**src/rtl/regcond_fmove_pkg.sv**
```systemverilog
package regcond_fmove_pkg;
   typedef enum logic [1:0] {
      ST_IDLE = 2'd0,
      ST_COPY = 2'd1,
      ST_FIN  = 2'd2
   } seq_state_t;

   // condition codes of the 3-bit field
   localparam logic [2:0] CC_RSV0 = 3'd0;
   localparam logic [2:0] CC_EQZ  = 3'd1;
   localparam logic [2:0] CC_LEZ  = 3'd2;
   localparam logic [2:0] CC_LTZ  = 3'd3;
   localparam logic [2:0] CC_RSV4 = 3'd4;
   localparam logic [2:0] CC_NEZ  = 3'd5;
   localparam logic [2:0] CC_GTZ  = 3'd6;
   localparam logic [2:0] CC_GEZ  = 3'd7;
endpackage

```
**src/rtl/regcond_eval.sv**
```systemverilog
module regcond_eval
   import regcond_fmove_pkg::*;
#(
   parameter int DATA_W     = 64,
   parameter int REG_W      = 5,
   parameter int GLOBAL_MAX = 15
) (
   input  logic [REG_W-1:0]  rs1_i,
   input  logic              imm_i,
   input  logic [2:0]        cond_i,
   input  logic [DATA_W-1:0] val_i,
   output logic              illegal_o,
   output logic              take_o
);
   logic is_zero;
   logic is_neg;
   logic cond_bad;

   assign is_zero = ~|val_i;
   assign is_neg  = val_i[DATA_W-1];

   always_comb begin
      cond_bad = 1'b0;
      take_o   = 1'b0;
      unique case (cond_i)
         CC_EQZ:  take_o = is_zero;
         CC_LEZ:  take_o = is_zero | is_neg;
         CC_LTZ:  take_o = is_neg;
         CC_NEZ:  take_o = ~is_zero;
         CC_GTZ:  take_o = ~is_zero & ~is_neg;
         CC_GEZ:  take_o = ~is_neg;
         default: cond_bad = 1'b1;
      endcase
   end

   assign illegal_o = cond_bad | imm_i | (32'(rs1_i) > GLOBAL_MAX);
endmodule

```
**src/rtl/regcond_step_addr.sv**
```systemverilog
module regcond_step_addr #(
   parameter int REG_W     = 5,
   parameter int MAX_STEPS = 2,
   parameter int STRIDE    = 2,
   localparam int STEP_W   = (MAX_STEPS > 1) ? $clog2(MAX_STEPS) : 1
) (
   input  logic [REG_W-1:0]  rs2_i,
   input  logic [REG_W-1:0]  rd_i,
   input  logic [STEP_W-1:0] step_i,
   output logic [REG_W:0]    src_o,
   output logic [REG_W:0]    dst_o
);
   logic [REG_W:0] src_tab [MAX_STEPS];
   logic [REG_W:0] dst_tab [MAX_STEPS];

   for (genvar s = 0; s < MAX_STEPS; s++) begin : g_step
      localparam logic [REG_W:0] OFS = (REG_W+1)'(s * STRIDE);
      assign src_tab[s] = {1'b0, rs2_i} + OFS;
      assign dst_tab[s] = {1'b0, rd_i} + OFS;
   end

   assign src_o = src_tab[step_i];
   assign dst_o = dst_tab[step_i];
endmodule

```
**src/rtl/regcond_fmove.sv**
```systemverilog
module regcond_fmove
   import regcond_fmove_pkg::*;
#(
   parameter int DATA_W     = 64,
   parameter int REG_W      = 5,
   parameter int PREC_W     = 2,
   parameter int GLOBAL_MAX = 15
) (
   input  logic              clk,
   input  logic              rst_n,
   input  logic              start_i,
   input  logic [REG_W-1:0]  rs1_i,
   input  logic              imm_i,
   input  logic [2:0]        cond_i,
   input  logic [PREC_W-1:0] prec_i,
   input  logic [REG_W-1:0]  rs2_i,
   input  logic [REG_W-1:0]  rd_i,
   input  logic [DATA_W-1:0] val_i,
   input  logic              cp_ack_i,
   output logic              ready_o,
   output logic              cp_req_o,
   output logic              cp_wide_o,
   output logic [REG_W:0]    cp_src_o,
   output logic [REG_W:0]    cp_dst_o,
   output logic              done_o,
   output logic              moved_o,
   output logic              unimpl_o
);
   localparam int MAX_STEPS = 2;
   localparam int STEP_W    = 1;
   localparam logic [PREC_W-1:0] PREC_WIDE = PREC_W'(2);

   if (DATA_W < 2) begin : g_bad_data
      $error("DATA_W must be at least 2");
   end
   if (PREC_W < 2) begin : g_bad_prec
      $error("PREC_W must be at least 2");
   end
   if (GLOBAL_MAX >= (1 << REG_W)) begin : g_bad_glob
      $error("GLOBAL_MAX must fit in REG_W bits");
   end

   seq_state_t        state_q;
   logic [REG_W-1:0]  rs2_q, rd_q;
   logic              wide_q, two_q;
   logic [STEP_W-1:0] step_q;
   logic              moved_q, unimpl_q;
   logic              illegal, take;
   logic              accept;

   regcond_eval #(
      .DATA_W(DATA_W), .REG_W(REG_W), .GLOBAL_MAX(GLOBAL_MAX)
   ) u_eval (
      .rs1_i(rs1_i), .imm_i(imm_i), .cond_i(cond_i), .val_i(val_i),
      .illegal_o(illegal), .take_o(take)
   );

   regcond_step_addr #(
      .REG_W(REG_W), .MAX_STEPS(MAX_STEPS), .STRIDE(2)
   ) u_addr (
      .rs2_i(rs2_q), .rd_i(rd_q), .step_i(step_q),
      .src_o(cp_src_o), .dst_o(cp_dst_o)
   );

   assign accept = start_i && (state_q == ST_IDLE);

   always_ff @(posedge clk or negedge rst_n) begin
      if (!rst_n) begin
         state_q  <= ST_IDLE;
         rs2_q    <= '0;
         rd_q     <= '0;
         wide_q   <= 1'b0;
         two_q    <= 1'b0;
         step_q   <= '0;
         moved_q  <= 1'b0;
         unimpl_q <= 1'b0;
      end else begin
         unique case (state_q)
            ST_IDLE: if (accept) begin
               rs2_q    <= rs2_i;
               rd_q     <= rd_i;
               wide_q   <= prec_i >= PREC_WIDE;
               two_q    <= prec_i > PREC_WIDE;
               step_q   <= '0;
               unimpl_q <= illegal;
               moved_q  <= take & ~illegal;
               state_q  <= (take & ~illegal) ? ST_COPY : ST_FIN;
            end
            ST_COPY: if (cp_ack_i) begin
               if (two_q && step_q == '0) step_q <= step_q + 1'b1;
               else                       state_q <= ST_FIN;
            end
            ST_FIN:  state_q <= ST_IDLE;
            default: state_q <= ST_IDLE;
         endcase
      end
   end

   assign ready_o   = (state_q == ST_IDLE);
   assign cp_req_o  = (state_q == ST_COPY);
   assign cp_wide_o = wide_q;
   assign done_o    = (state_q == ST_FIN);
   assign moved_o   = moved_q;
   assign unimpl_o  = unimpl_q;
endmodule

```
**config.mk**
```make
export PLATFORM = sky130hd
export DESIGN_NAME = regcond_fmove
export DESIGN_NICKNAME = d
export VERILOG_FILES = /design/src/rtl/regcond_fmove_pkg.sv /design/src/rtl/regcond_eval.sv /design/src/rtl/regcond_step_addr.sv /design/src/rtl/regcond_fmove.sv
export SDC_FILE = /design/constraint.sdc
export NUM_CORES = 1
export LEC_CHECK = 0
export ABC_AREA = 1
export BUFFER_PORTS_ARGS = -buffer_cell sky130_fd_sc_hd__buf_2
export CORE_AREA = 2 2 65 54
export DETAILED_ROUTE_END_ITERATION = 7
export DIE_AREA = 0 0 67 56
export MAX_ROUTING_LAYER = met4
export PLACE_DENSITY = 0.84
export SKIP_CTS_REPAIR_TIMING = 1
export SYNTH_ARGS = -nofsm -noshare
export SYNTH_HDL_FRONTEND = slang
export SYNTH_SLANG_ARGS = --single-unit
```
**constraint.sdc**
```tcl
create_clock -name clk -period 2.62 [get_ports clk]
set_input_delay 0.262 -clock clk [delete_from_list [all_inputs] [get_ports clk]]
set_output_delay 0.262 -clock clk [all_outputs]
set_load 0.005 [all_outputs]
```
Word-level counts from Yosys, hierarchy flattened. Cells that the tools add are included. W data, S select, Z words.

Register bits after elaboration: 17. Input port bits: 89. Output and inout bits: 18. Logic and storage cells: 63.

$add $sub $neg: 3. $lt $le $gt $ge: 4. Equal/unequal tests: 12. Multiplexer cells: 17. Bitwise logic cells: 9. Reductions and logical operators: 10.

Operator list (number): $reduce_or A64 Y1 (1); $mux W6 (6); $add A5 B2 Y6 const B (2); $eq A3 B3 Y1 const B (3); $mux W2 (4); $eq A3 B2 Y1 const B (2); $pmux W1 S6 (1); $reduce_or A6 Y1 (1); $gt A5 B4 Y1 const B (1); $ge A2 B2 Y1 const B (2); $mux W1 (4); $ne A2 B1 Y1 const B (2); $ne A2 B2 Y1 const B (2); $pmux W2 S2 (1); $reduce_and A4 Y1 (1); $eq A3 B1 Y1 const B (1); $not A1 Y1 (3); $or A1 B1 Y1 (3); $reduce_and A3 Y1 (1); $and A1 B1 Y1 (2); $eq A2 B1 Y1 const B (1); $eq A2 B2 Y1 const B (1); $gt A2 B2 Y1 const B (1); $logic_and A1 B1 Y1 (2); 7 further kinds (7).

Logic depth before layout (Yosys ltp).
Word-level depth: 10. Mapped depth: 11.

Cells and area by module. A second synthesis with hierarchy kept.

Cell total of the unflattened synthesis: 209. Area total of the unflattened synthesis: 1292.5 um2.

Modules (own cells, without submodules): regcond_fmove (times used 1, cells each 89, area an instance 749.5 um2, sequential area each 425.4 um2); regcond_eval (times used 1, cells each 85, area an instance 346.6 um2, sequential area each 0.0 um2); regcond_step_addr (times used 1, cells each 35, area an instance 196.4 um2, sequential area each 0.0 um2).

Least setup slack after synthesis. No wires, ideal clock.

Path type: reg-to-reg. Start: register state_q[0]. End: register two_q. Library setup time: 0.065 ns. Arrival time: 1.070 ns. Data required time: 2.555 ns. Slack: 1.486 ns. Cell stages (with the launch flop): 7. Cells stage by stage: dfrtp_1 -> nor2_2 -> inv_2 -> nor2_8 -> buf_4 -> nand3_1 -> nand2_1.

Word-level cells in the longest chain between the ends: 3.

Ends and longest elaborated chain: start, declared (line regcond_fmove.sv:43) `seq_state_t state_q;`; start signal, assigned (line regcond_fmove.sv:87) `state_q <= (take & ~illegal) ? ST_COPY : ST_FIN;`; $logic_not A2 Y1 (*); net ready_o (line regcond_fmove.sv:20) `output logic ready_o,`; $logic_and A1 B1 Y1 (line regcond_fmove.sv:65) `assign accept = start_i && (state_q == ST_IDLE);`; $reduce_and A2 Y1 (no source line) (*); end signal, assigned (line regcond_fmove.sv:83) `two_q <= prec_i > PREC_WIDE;`; end, declared (line regcond_fmove.sv:45) `logic wide_q, two_q;`.

The timed path passes the listed nets; every way through them passes the cells marked *. A chain may end at the register's enable or synchronous reset.

Worst setup path after layout.
Start: register step_q. End: output cp_dst_o[5].

Word-level cells in the longest chain between the ends: 4.

Ends and longest elaborated chain: start, declared (line regcond_fmove.sv:46) `logic [STEP_W-1:0] step_q;`; start signal, assigned (line regcond_fmove.sv:90) `if (two_q && step_q == '0) step_q <= step_q + 1'b1;`; $not A1 Y2 (implied by the code) (line regcond_step_addr.sv:23) `assign dst_o = dst_tab[step_i];`; $mux W6 (implied by the code) (3 in a row) (line regcond_step_addr.sv:23); end, declared (line regcond_fmove.sv:24) `output logic [REG_W:0] cp_dst_o,`.

Every way passes these cells. The select of a mux whose other input is x is not followed.

==> results.py <==
metrics = {
    "sta": {
        "setup_viol": 0,
        "tns_ns": 0,
        "slew_violations": 0,
        "tightest_slew_ns": 0.3742,
        "grt_setup_unrepaired": "no",
        "skew_ns": 0.003452,
        "max_freq_mhz": 640.9,
        "hold_viol_final": 0,
        "fin_crit_ns": 1.560,
        "period_share_pct": 59.55,
        "slew_headroom_pct": 75.06,
    },
    "yosys": {
        "synthCells": 190,
        "synth_top_cell_by_area": "dfrtp_1",
        "yosysSeqAreaShare_pct": 34.84,
        "synth.top_cell.area_share_pct": 34.84,
        "synth_edf_count": 0,
        "synth_warnings": 0,
        "async_reset_ff_share_pct": 100.0,
        "synth_area_leaders": "dfrtp_1, nand2_1, nor2_1",
        "yosys.cell_types.count": 24,
        "ys_ff_latch": 17,
        "avgSynthCellArea_sq_um": 6.427,
        "ys.flop_type": "dfrtp_1",
        "synthesis.area_sq_um": 1221,
        "synth_nets": 281,
    },
    "floorplanning": {
        "core-area_sq_um": 3063,
        "initial_utilization_pct": 39.87,
        "row_count": 18,
        "dieArea_sq_um": 3752,
        "die_h_microns": 56,
        "pin_count": 107,
        "chipWidth_microns": 67,
    },
    "flow_run": {
        "cap_violations": 0,
    },
    "cells_and_area": {
        "final_layout_size_suffix_gt1_share_pct": 38.91,
        "nNetsFinal": 385,
        "layout_common_cells": "buf_2, nand2_1, nor2_1",
        "syn_to_final_growth_pct": 48.16,
        "layout_commonest_cell": "buf_2",
        "final_cells": 333,
        "antennaDiodeCount": 0,
    },
    "power": {
        "intPower_mw": 0.7712,
        "combinationalPowerShare_pct": 47.9,
        "powerDensity_nw_per_um2": 714.7,
        "p_sw_mw": 0.5219,
        "leakage_nw": 1.049,
        "power_frac_seq_pct": 37.4,
        "vdd_drop_max_v": 0.0003085,
        "swShare_pct": 40.36,
        "pwr-share-clk_pct": 14.7,
    },
    "global_routing": {
        "grtUsageTotal_pct": 19.28,
        "antenna_found_initial": 0,
        "grt_max_degree": 20,
        "grt_pass1_vias": 1375,
        "grt-ovfl-total": 0,
        "grt_pass1_wl_microns": 5520,
    },
    "routing": {
        "vias": 1439,
        "wirelength_microns": 3282,
        "drt_iter0_markers": 58,
        "viasPerCell": 4.321,
        "drc": 0,
        "drt-pass1-iter-count": 4,
        "wl_per_cell_microns": 9.856,
        "final_antenna_net_count": 0,
    },
    "outcome": {
        "status": "completed",
    },
    "setup_path": {
        "crit_slowest_cell": "dfrtp_1",
        "critPathLaunchType": "flip-flop",
        "crit_path_max_fanout": 12,
        "crit_type": "reg2out",
        "worstPathRequired_ns": 2.36,
        "r2r_start": "state_q[0]",
        "cpPeakStageDelay_ns": 0.57,
        "critPathCaptureType": "output pin",
        "critPathBufInv": 1,
        "cp-startpoint": "step_q",
        "arrival_ns": 1.30,
        "crit_family": "flip-flops",
        "crit_chain": "nand2_1, nor3b_1, buf_2",
    },
    "placement": {
        "dp.cells": 328,
        "io_buffers": 102,
        "gp_congestion": 0.7980,
        "place_hpwl_microns": 2810,
    },
    "clock_tree": {
        "root_buffer": "clkbuf_8",
        "cts_buffers": 3,
        "cts_tree": "done",
        "clkTransAtPathRegs_ns": 0.06,
        "h-tree-depth": 1,
        "clock_path_buffers": 2,
        "clkSinkCount": 17,
        "clk_latency_ns": 0.25,
    },
    "min_path": {
        "hold_class": "in2reg",
        "hold_start": "rs2_i[0]",
    },
}
[path summary, 6_finish.rpt]
kind / endpoint / slack (ns) / cells past startpoint
hold reg to reg: rd_q[0] / 0.47 / 2
setup / recovery: cp_dst_o[5] / 1.06 / 3
min in group asynchronous: rs2_q[4] / 0.48 / 2
max in group asynchronous: rd_q[2] / 1.87 / 2
hold / removal: rs2_q[0] / 0.22 / 3
setup reg to reg: moved_o / 1.31 / 7
[state kept, by name (all words and copies together) (netlist names)]
register / cells
moved_o: 1
cp_wide_o: 1
unimpl_o: 1
step_q: 1
rs2_q: 5
state_q: 2
rd_q: 5
two_q: 1
[metrics by stage]
| step | hold WS (ns) | utilization, % | setup WS [ns] | instance area [sq um] | power [mW] |
|---|---|---|---|---|---|
| after floorplan | -0.03359 | - | 1.486 | 1221 | 0.8535 |
| after global placement | 0.1956 | 57.27 | 1.232 | 1754 | 1.084 |
| after detailed placement | 0.2030 | 57.27 | 1.221 | 1754 | 1.112 |
| after CTS | -0.06503 | 58.74 | 1.047 | 1799 | 1.306 |
| after global routing | 0.2233 | 59.07 | 0.9110 | 1809 | 1.415 |
| final | 0.2166 | 59.07 | 1.060 | 1809 | 1.293 |
[power groups by stage]
stage               clock network [mW]  registers [mW]  logic (mW)
global route                     0.206           0.498       0.711
detailed placement                   0           0.488       0.625
global placement                     0           0.481       0.602
floorplan                            0           0.448       0.405
finish                           0.191           0.484       0.619
CTS                              0.196           0.483       0.627
[cell type report]
type	instances	area, sq um
fillers	329	1254
multi-input cells	153	703.2
repair buffers	103	520.5
flip-flops and latches	17	425.4
inverters	16	65.06
well taps	40	50.05
clock buffers	4	45.04
[tightest hold or removal path, cell delays in order]
cell,delay (ns)
buf_2,0.07
nand2_1,0.04
nand2_1,0.05
[routing by layer]
metal | vias up | GRT usage [%] | share of wire (%)
met5 | - | - | 0
met4 | 0 | 4.082 | 0.43
met3 | 2 | 5.668 | 4.9
met2 | 31 | 32.11 | 49
met1 | 614 | 22.91 | 45
li1 | 792 | - | -
[kinds of logic after synthesis]
logic type | after synthesis | synth area share [%]
buf+inv | 20 | 7.581
fa+ha+maj | 2 | 2.049
simple gates | 134 | 46.41
flops | 17 | 34.84
compound gates | 12 | 5.533
xor+xnor | 5 | 3.586
[cell usage after synthesis (2+ instances only)]
cell type	n
nand4_1	2
a21oi_1	3
nor2_8	2
buf_4	3
dfrtp_1	17
nand2_1	68
ha_1	2
or2_1	2
o21ai_1	4
nor2_2	4
nand3_1	4
inv_1	13
nor2_1	50
xor2_1	5
o21ai_0	2
(Power assumes the default switching activity.)
